### config.mk
export PLATFORM = sky130hd
export DESIGN_NAME = sm_addsub_unit
export DESIGN_NICKNAME = d
export VERILOG_FILES = /design/src/rtl/sm_addsub_pkg.sv /design/src/rtl/sm_path_decode.sv /design/src/rtl/sm_b_complementor.sv /design/src/rtl/sm_ripple_adder.sv /design/src/rtl/sm_result_fix.sv /design/src/rtl/sm_addsub_unit.sv
export SDC_FILE = /design/constraint.sdc
export NUM_CORES = 1
export LEC_CHECK = 0
export ABC_CLOCK_PERIOD_IN_PS = 7700
export CORE_UTILIZATION = 60
export DETAILED_ROUTE_END_ITERATION = 7
export DONT_BUFFER_PORTS = 1
export PLACE_DENSITY = 0.83
export RECOVER_POWER = 100
export SETUP_SLACK_MARGIN = 0.2
export SLEW_MARGIN = 20
export SYNTH_ARGS = -nofsm -noshare
export SYNTH_HDL_FRONTEND = slang
export SYNTH_HIERARCHICAL = 1
export SYNTH_SLANG_ARGS = --single-unit
### constraint.sdc
create_clock -name clk -period 7.7 [get_ports clk]
set_input_delay 0.385 -clock clk [delete_from_list [all_inputs] [get_ports clk]]
set_output_delay 0.385 -clock clk [all_outputs]
set_load 0.005 [all_outputs]
### src/rtl/sm_addsub_pkg.sv
// Shared type for the signed-magnitude adder-subtractor.
// Assumes nothing beyond being compiled first.
package sm_addsub_pkg;
    // Which adder path an operation takes.
    typedef enum logic {
        PATH_SUM  = 1'b0,  // magnitudes are added
        PATH_DIFF = 1'b1   // B is complemented, A minus B is formed
    } path_e;
endpackage

### src/rtl/sm_path_decode.sv
// Picks the adder path from the operation and the two operand signs.
// Assumes: op_sub = 1 requests subtraction; sign bit 1 means negative.
module sm_path_decode
    import sm_addsub_pkg::*;
(
    input  logic  op_sub,
    input  logic  a_sign,
    input  logic  b_sign,
    output path_e path
);
    // Difference path when the effective signs disagree.
    always_comb begin
        if (op_sub ^ a_sign ^ b_sign) path = PATH_DIFF;
        else                          path = PATH_SUM;
    end
endmodule

### src/rtl/sm_b_complementor.sv
// Conditionally inverts the B magnitude and supplies the matching carry-in,
// so that the adder forms A + ~B + 1 on the difference path.
// Assumes: the adder consumes carry_in as its bit-0 carry.
module sm_b_complementor
    import sm_addsub_pkg::*;
#(
    parameter int MAG_W = 8
) (
    input  path_e              path,
    input  logic [MAG_W-1:0]   b_mag,
    output logic [MAG_W-1:0]   b_eff,
    output logic               carry_in
);
    logic invert;

    // Inversion control derived from the path.
    always_comb invert = (path == PATH_DIFF);

    // One XOR per magnitude bit.
    for (genvar i = 0; i < MAG_W; i++) begin : g_bit
        assign b_eff[i] = b_mag[i] ^ invert;
    end

    // A set carry-in completes the two's complement.
    assign carry_in = invert;
endmodule

### src/rtl/sm_ripple_adder.sv
// Parallel adder built from a row of identical full-adder cells.
// Assumes: carry_out is the end carry, one bit above the sum.
module sm_ripple_adder #(
    parameter int MAG_W = 8
) (
    input  logic [MAG_W-1:0] op_a,
    input  logic [MAG_W-1:0] op_b,
    input  logic             carry_in,
    output logic [MAG_W-1:0] sum,
    output logic             carry_out
);
    localparam int CHAIN_W = MAG_W + 1;

    logic [CHAIN_W-1:0] carry;

    assign carry[0] = carry_in;

    // Each cell: sum is the 3-input XOR, carry is the majority.
    for (genvar i = 0; i < MAG_W; i++) begin : g_cell
        assign sum[i]       = op_a[i] ^ op_b[i] ^ carry[i];
        assign carry[i + 1] = (op_a[i] & op_b[i]) | (op_a[i] & carry[i]) |
                              (op_b[i] & carry[i]);
    end

    assign carry_out = carry[CHAIN_W-1];
endmodule

### src/rtl/sm_result_fix.sv
// Turns the raw adder output into a signed-magnitude result: re-complements
// the difference when B was larger, sets the sign, forces a zero result to
// sign 0, and flags sum-path overflow.
// Assumes: raw_sum and end_carry come from the same adder evaluation.
module sm_result_fix
    import sm_addsub_pkg::*;
#(
    parameter int MAG_W = 8
) (
    input  path_e            path,
    input  logic             a_sign,
    input  logic [MAG_W-1:0] raw_sum,
    input  logic             end_carry,
    output logic [MAG_W-1:0] fix_mag,
    output logic             fix_sign,
    output logic             fix_ovf
);
    localparam logic [MAG_W-1:0] ONE = {{(MAG_W-1){1'b0}}, 1'b1};

    logic [MAG_W-1:0] neg_sum;

    // Two's complement of the raw difference, used when B was larger.
    always_comb neg_sum = ~raw_sum + ONE;

    // Selects magnitude and sign by path and end carry, then clears -0.
    always_comb begin
        fix_mag  = raw_sum;
        fix_sign = a_sign;
        fix_ovf  = 1'b0;
        if (path == PATH_SUM) begin
            fix_ovf = end_carry;
        end else if (!end_carry) begin
            fix_mag  = neg_sum;
            fix_sign = ~a_sign;
        end
        if (fix_mag == '0) fix_sign = 1'b0;
    end
endmodule

### src/rtl/sm_addsub_unit.sv
// Top of the signed-magnitude adder-subtractor. Decodes the path,
// complements B when needed, adds, corrects, and registers the result with
// a one-cycle done pulse.
// Assumes: start is sampled on rising edges; operands are valid while start
// is high; rst_n is synchronous and active low.
module sm_addsub_unit
    import sm_addsub_pkg::*;
#(
    parameter int MAG_W = 8
) (
    input  logic             clk,
    input  logic             rst_n,
    input  logic             start,
    input  logic             op_sub,
    input  logic             a_sign,
    input  logic [MAG_W-1:0] a_mag,
    input  logic             b_sign,
    input  logic [MAG_W-1:0] b_mag,
    output logic             res_sign,
    output logic [MAG_W-1:0] res_mag,
    output logic             end_carry,
    output logic             ovf,
    output logic             done
);
    path_e            path_w;
    logic [MAG_W-1:0] b_eff_w;
    logic             cin_w;
    logic [MAG_W-1:0] sum_w;
    logic             cout_w;
    logic [MAG_W-1:0] fix_mag_w;
    logic             fix_sign_w;
    logic             fix_ovf_w;

    sm_path_decode u_decode (
        .op_sub (op_sub),
        .a_sign (a_sign),
        .b_sign (b_sign),
        .path   (path_w)
    );

    sm_b_complementor #(.MAG_W(MAG_W)) u_comp (
        .path     (path_w),
        .b_mag    (b_mag),
        .b_eff    (b_eff_w),
        .carry_in (cin_w)
    );

    sm_ripple_adder #(.MAG_W(MAG_W)) u_adder (
        .op_a      (a_mag),
        .op_b      (b_eff_w),
        .carry_in  (cin_w),
        .sum       (sum_w),
        .carry_out (cout_w)
    );

    sm_result_fix #(.MAG_W(MAG_W)) u_fix (
        .path      (path_w),
        .a_sign    (a_sign),
        .raw_sum   (sum_w),
        .end_carry (cout_w),
        .fix_mag   (fix_mag_w),
        .fix_sign  (fix_sign_w),
        .fix_ovf   (fix_ovf_w)
    );

    // Result capture on start; holds otherwise; cleared by reset.
    always_ff @(posedge clk) begin
        if (!rst_n) begin
            res_sign  <= 1'b0;
            res_mag   <= '0;
            end_carry <= 1'b0;
            ovf       <= 1'b0;
        end else if (start) begin
            res_sign  <= fix_sign_w;
            res_mag   <= fix_mag_w;
            end_carry <= cout_w;
            ovf       <= fix_ovf_w;
        end
    end

    // Done pulse: one cycle per captured start.
    always_ff @(posedge clk) begin
        if (!rst_n) done <= 1'b0;
        else        done <= start;
    end

    // a start always yields done on the next cycle.
    a_r8_done_follows_start: assert property (@(posedge clk) disable iff (!rst_n)
        start |=> done);

    // without start, the outputs hold and done stays low.
    a_r9_hold_without_start: assert property (@(posedge clk) disable iff (!rst_n)
        !start |=> (!done && $stable(res_mag) && $stable(res_sign) &&
                    $stable(end_carry) && $stable(ovf)));

    // never a negative zero.
    a_r5_no_negative_zero: assert property (@(posedge clk) disable iff (!rst_n)
        (res_mag == '0) |-> !res_sign);

    // overflow only from a sum-path end carry.
    a_r6_ovf_source: assert property (@(posedge clk) disable iff (!rst_n)
        done |-> (ovf == ($past(path_w == PATH_SUM) && end_carry)));

    // a difference with B larger is nonzero and takes the inverted sign.
    a_r4_b_larger_sign: assert property (@(posedge clk) disable iff (!rst_n)
        (done && !end_carry && $past(path_w == PATH_DIFF)) |->
        ((res_mag != '0) && (res_sign == !$past(a_sign))));

    // a nonzero difference with A larger keeps the sign of A.
    a_r3_a_larger_sign: assert property (@(posedge clk) disable iff (!rst_n)
        (done && end_carry && $past(path_w == PATH_DIFF) && (res_mag != '0)) |->
        (res_sign == $past(a_sign)));
endmodule

==> impl_metrics.toml <==
[route]
drtIter0Drc = 3
wl_mm = 1.48
dr.pass1.iters = 3
drc_errors = 0
avgViaCountPerCell = 5.45
postRouteAntennaNets = 0
wl_per_cell_um = 13.7
vias = 589

[die]
io_pins = 34
die_x_um = 42.2
die-area_mm2 = 0.00178
initial_core_util = 0.642
die_h_um = 42.2
rows = 14
coreArea_mm2 = 0.00151

[sta]
max_freq_ghz = 0.178
setup_viol = 0
timing.final.crit_share = 0.730
timing.slew.headroom = 0.629
hold_viol = 0
finalClockSkew_ns = 0
rsz0062_at_grt = "false"
setup_tns_ns = 0
post-route-min-period_ns = 5.62
worst_pin_slew_ns = 0.555
slew_violations = 0

[clock_tree]
clk_pin_slew_ns = 0.07
cts-buffers-inserted = 3
post-cts-setup-buffers = 0
htree_levels = 1
root_buffer = "clkbuf_4"
clock_sinks = 12
cts_resized = 0
ctsHoldBuffers = 0
clock_latency_ns = 0.27
cts_buffer_depth = 2
cts_tree = "done"

[power]
cellLeakagePower_nw = 0.445
p_total_mw = 0.268
comb_power_share = 0.536
internal_power_mw = 0.160
clkPwrFrac = 0.140
power-per-cell-area_mw_per_mm2 = 279
pwr-share-seq = 0.324
swShare = 0.400
p_sw_mw = 0.107
ir_drop_mv = 0.159

[global_routing]
grt_pass1_vias = 625
grt_use_met1 = 0.202
antenna_found_initial = 0
overflow = 0
met3_usage = 0.0905
grt_max_degree = 13
grt-busiest-layer = "met2"
use_met2 = 0.350
track_usage = 0.192
grt_pass1_wl_mm = 2.58

[critical_path]
crit_fanout = 12
setup.worst_path.class = "input pin to register"
cp.arrival_ns = 5.79
crit_path_end_kind = "register"
start_kind = "input pin"
required_ns = 7.86

[logic_synthesis]
synth_area_per_cell_um2 = 10.3
yosysTopAreaCell = "dfxtp_1"
syn_area_um2 = 967
ys_warn_count = 6
yosys.area.top_type_share = 0.248
seq_area_frac_synth = 0.248
async_flop_share = 0
synth_ff_type = "dfxtp_1"
netlist_instances = 94
ys_ff_latch = 12
yosys-top-cells-area = "dfxtp_1 25%, fa_1 17%, mux2i_1 11%"
synth_nets = 125
ys_types = 24
synth_edf_count = 0

[final_layout]
final_layout_size_suffix_gt1_frac = 0.0652
diodes = 0
final_cell_area_um2 = 961
final_util = 0.638
nNetsFinal = 125
area_delta_synth_final_pct = -0.647

[placement]
gp_congestion = 0.817
place_area_um2 = 946
hpwl_mm = 1.25
portBuffers = 0

[min_path]
hp-class = "input pin to register"

[run]
drv_cap = 0

[run_status]
status = "complete, no violations"
-- path summary, 6_finish.rpt --
path | startpoint | end | slack (ns) | cells after the start
worst max-delay path | a_sign | res_sign | 2.08 | 21
worst min-delay path | rst_n | res_mag[0] | 0.24 | 1
worst max register to register | res_mag[3] | res_mag[3] | 7.07 | 2
worst min register to register | ovf | ovf | 0.54 | 2
-- registers in the layout (all words and copies together), names as in the netlist --
name       flops
done           1
end_carry      1
ovf            1
res_mag        8
res_sign       1
-- cell families after synthesis --
kind of cell	synth area share
xor gates and xnor gates	0.160
and+or+nand+nor	0.153
adders and majority gates	0.179
DFF	0.248
buffers and inverters	0.0892
muxes	0.129
AOI/OAI and AO/OA	0.0414
-- per-layer routing --
| layer | wire [µm] | vias to the layer above |
|---|---|---|
| met4 | 0 | 0 |
| met1 | 581 | 276 |
| met5 | 0 | - |
| met3 | 114 | 0 |
| met2 | 786 | 20 |
| li1 | - | 293 |
-- through the flow --
step                hold slack [ns]  setup slack [ns]  instances
floorplan                     0.507              2.17         94
global placement              0.514              1.88        105
finish                        0.240              2.08        108
global route                  0.229              1.74        108
CTS                           0.230              2.01        108
detailed placement            0.520              1.74        105
-- cell usage after synthesis (2+ instances only) --
cell type  count
buf_4          2
buf_6          2
dfxtp_1       12
fa_1           8
inv_1         12
mux2i_1       11
nor2_1         5
nor2b_1       13
xnor2_1        3
xor2_1        12
-- final cells by class --
type,count,area (µm²)
well taps,16,20.0
flip-flops and latches,12,240
multi-input cells,65,633
clock buffers,3,22.5
inverters,12,45.0
fillers,128,546
-- critical path: stages --
cell     delay, ns
xor3_1        0.61
xor2_1        0.24
inv_1         0.09
fa_1          0.17
inv_1         0.05
fa_1          0.37
fa_1          0.38
fa_1          0.39
fa_1          0.39
fa_1          0.39
fa_1          0.37
inv_1         0.07
fa_1          0.16
inv_1         0.07
nor2b_1       0.21
mux2_1        0.37
nor2_1        0.09
or4b_1        0.45
o41a_1        0.33
mux2i_1       0.14
nor2b_1       0.06
-- cell usage in the layout, fill, tap and decap left out, types with 3 or more instances in the layout --
cell type   n
nor2b_1    13
xor2_1     12
clkbuf_4    3
dfxtp_1    12
inv_1      12
xnor2_1     3
nor2_1      5
mux2i_1    11
fa_1        8
-- power groups by stage --
| stage | combinational, mW | clock, mW | sequential (mW) |
|---|---|---|---|
| global placement | 0.143 | 0 | 0.0876 |
| CTS | 0.151 | 0.0392 | 0.0870 |
| detailed placement | 0.151 | 0 | 0.0883 |
| global route | 0.165 | 0.0423 | 0.0883 |
| floorplan | 0.134 | 0 | 0.0854 |
| finish | 0.144 | 0.0375 | 0.0866 |
Note: power is estimated with default switching activity, not from simulation.
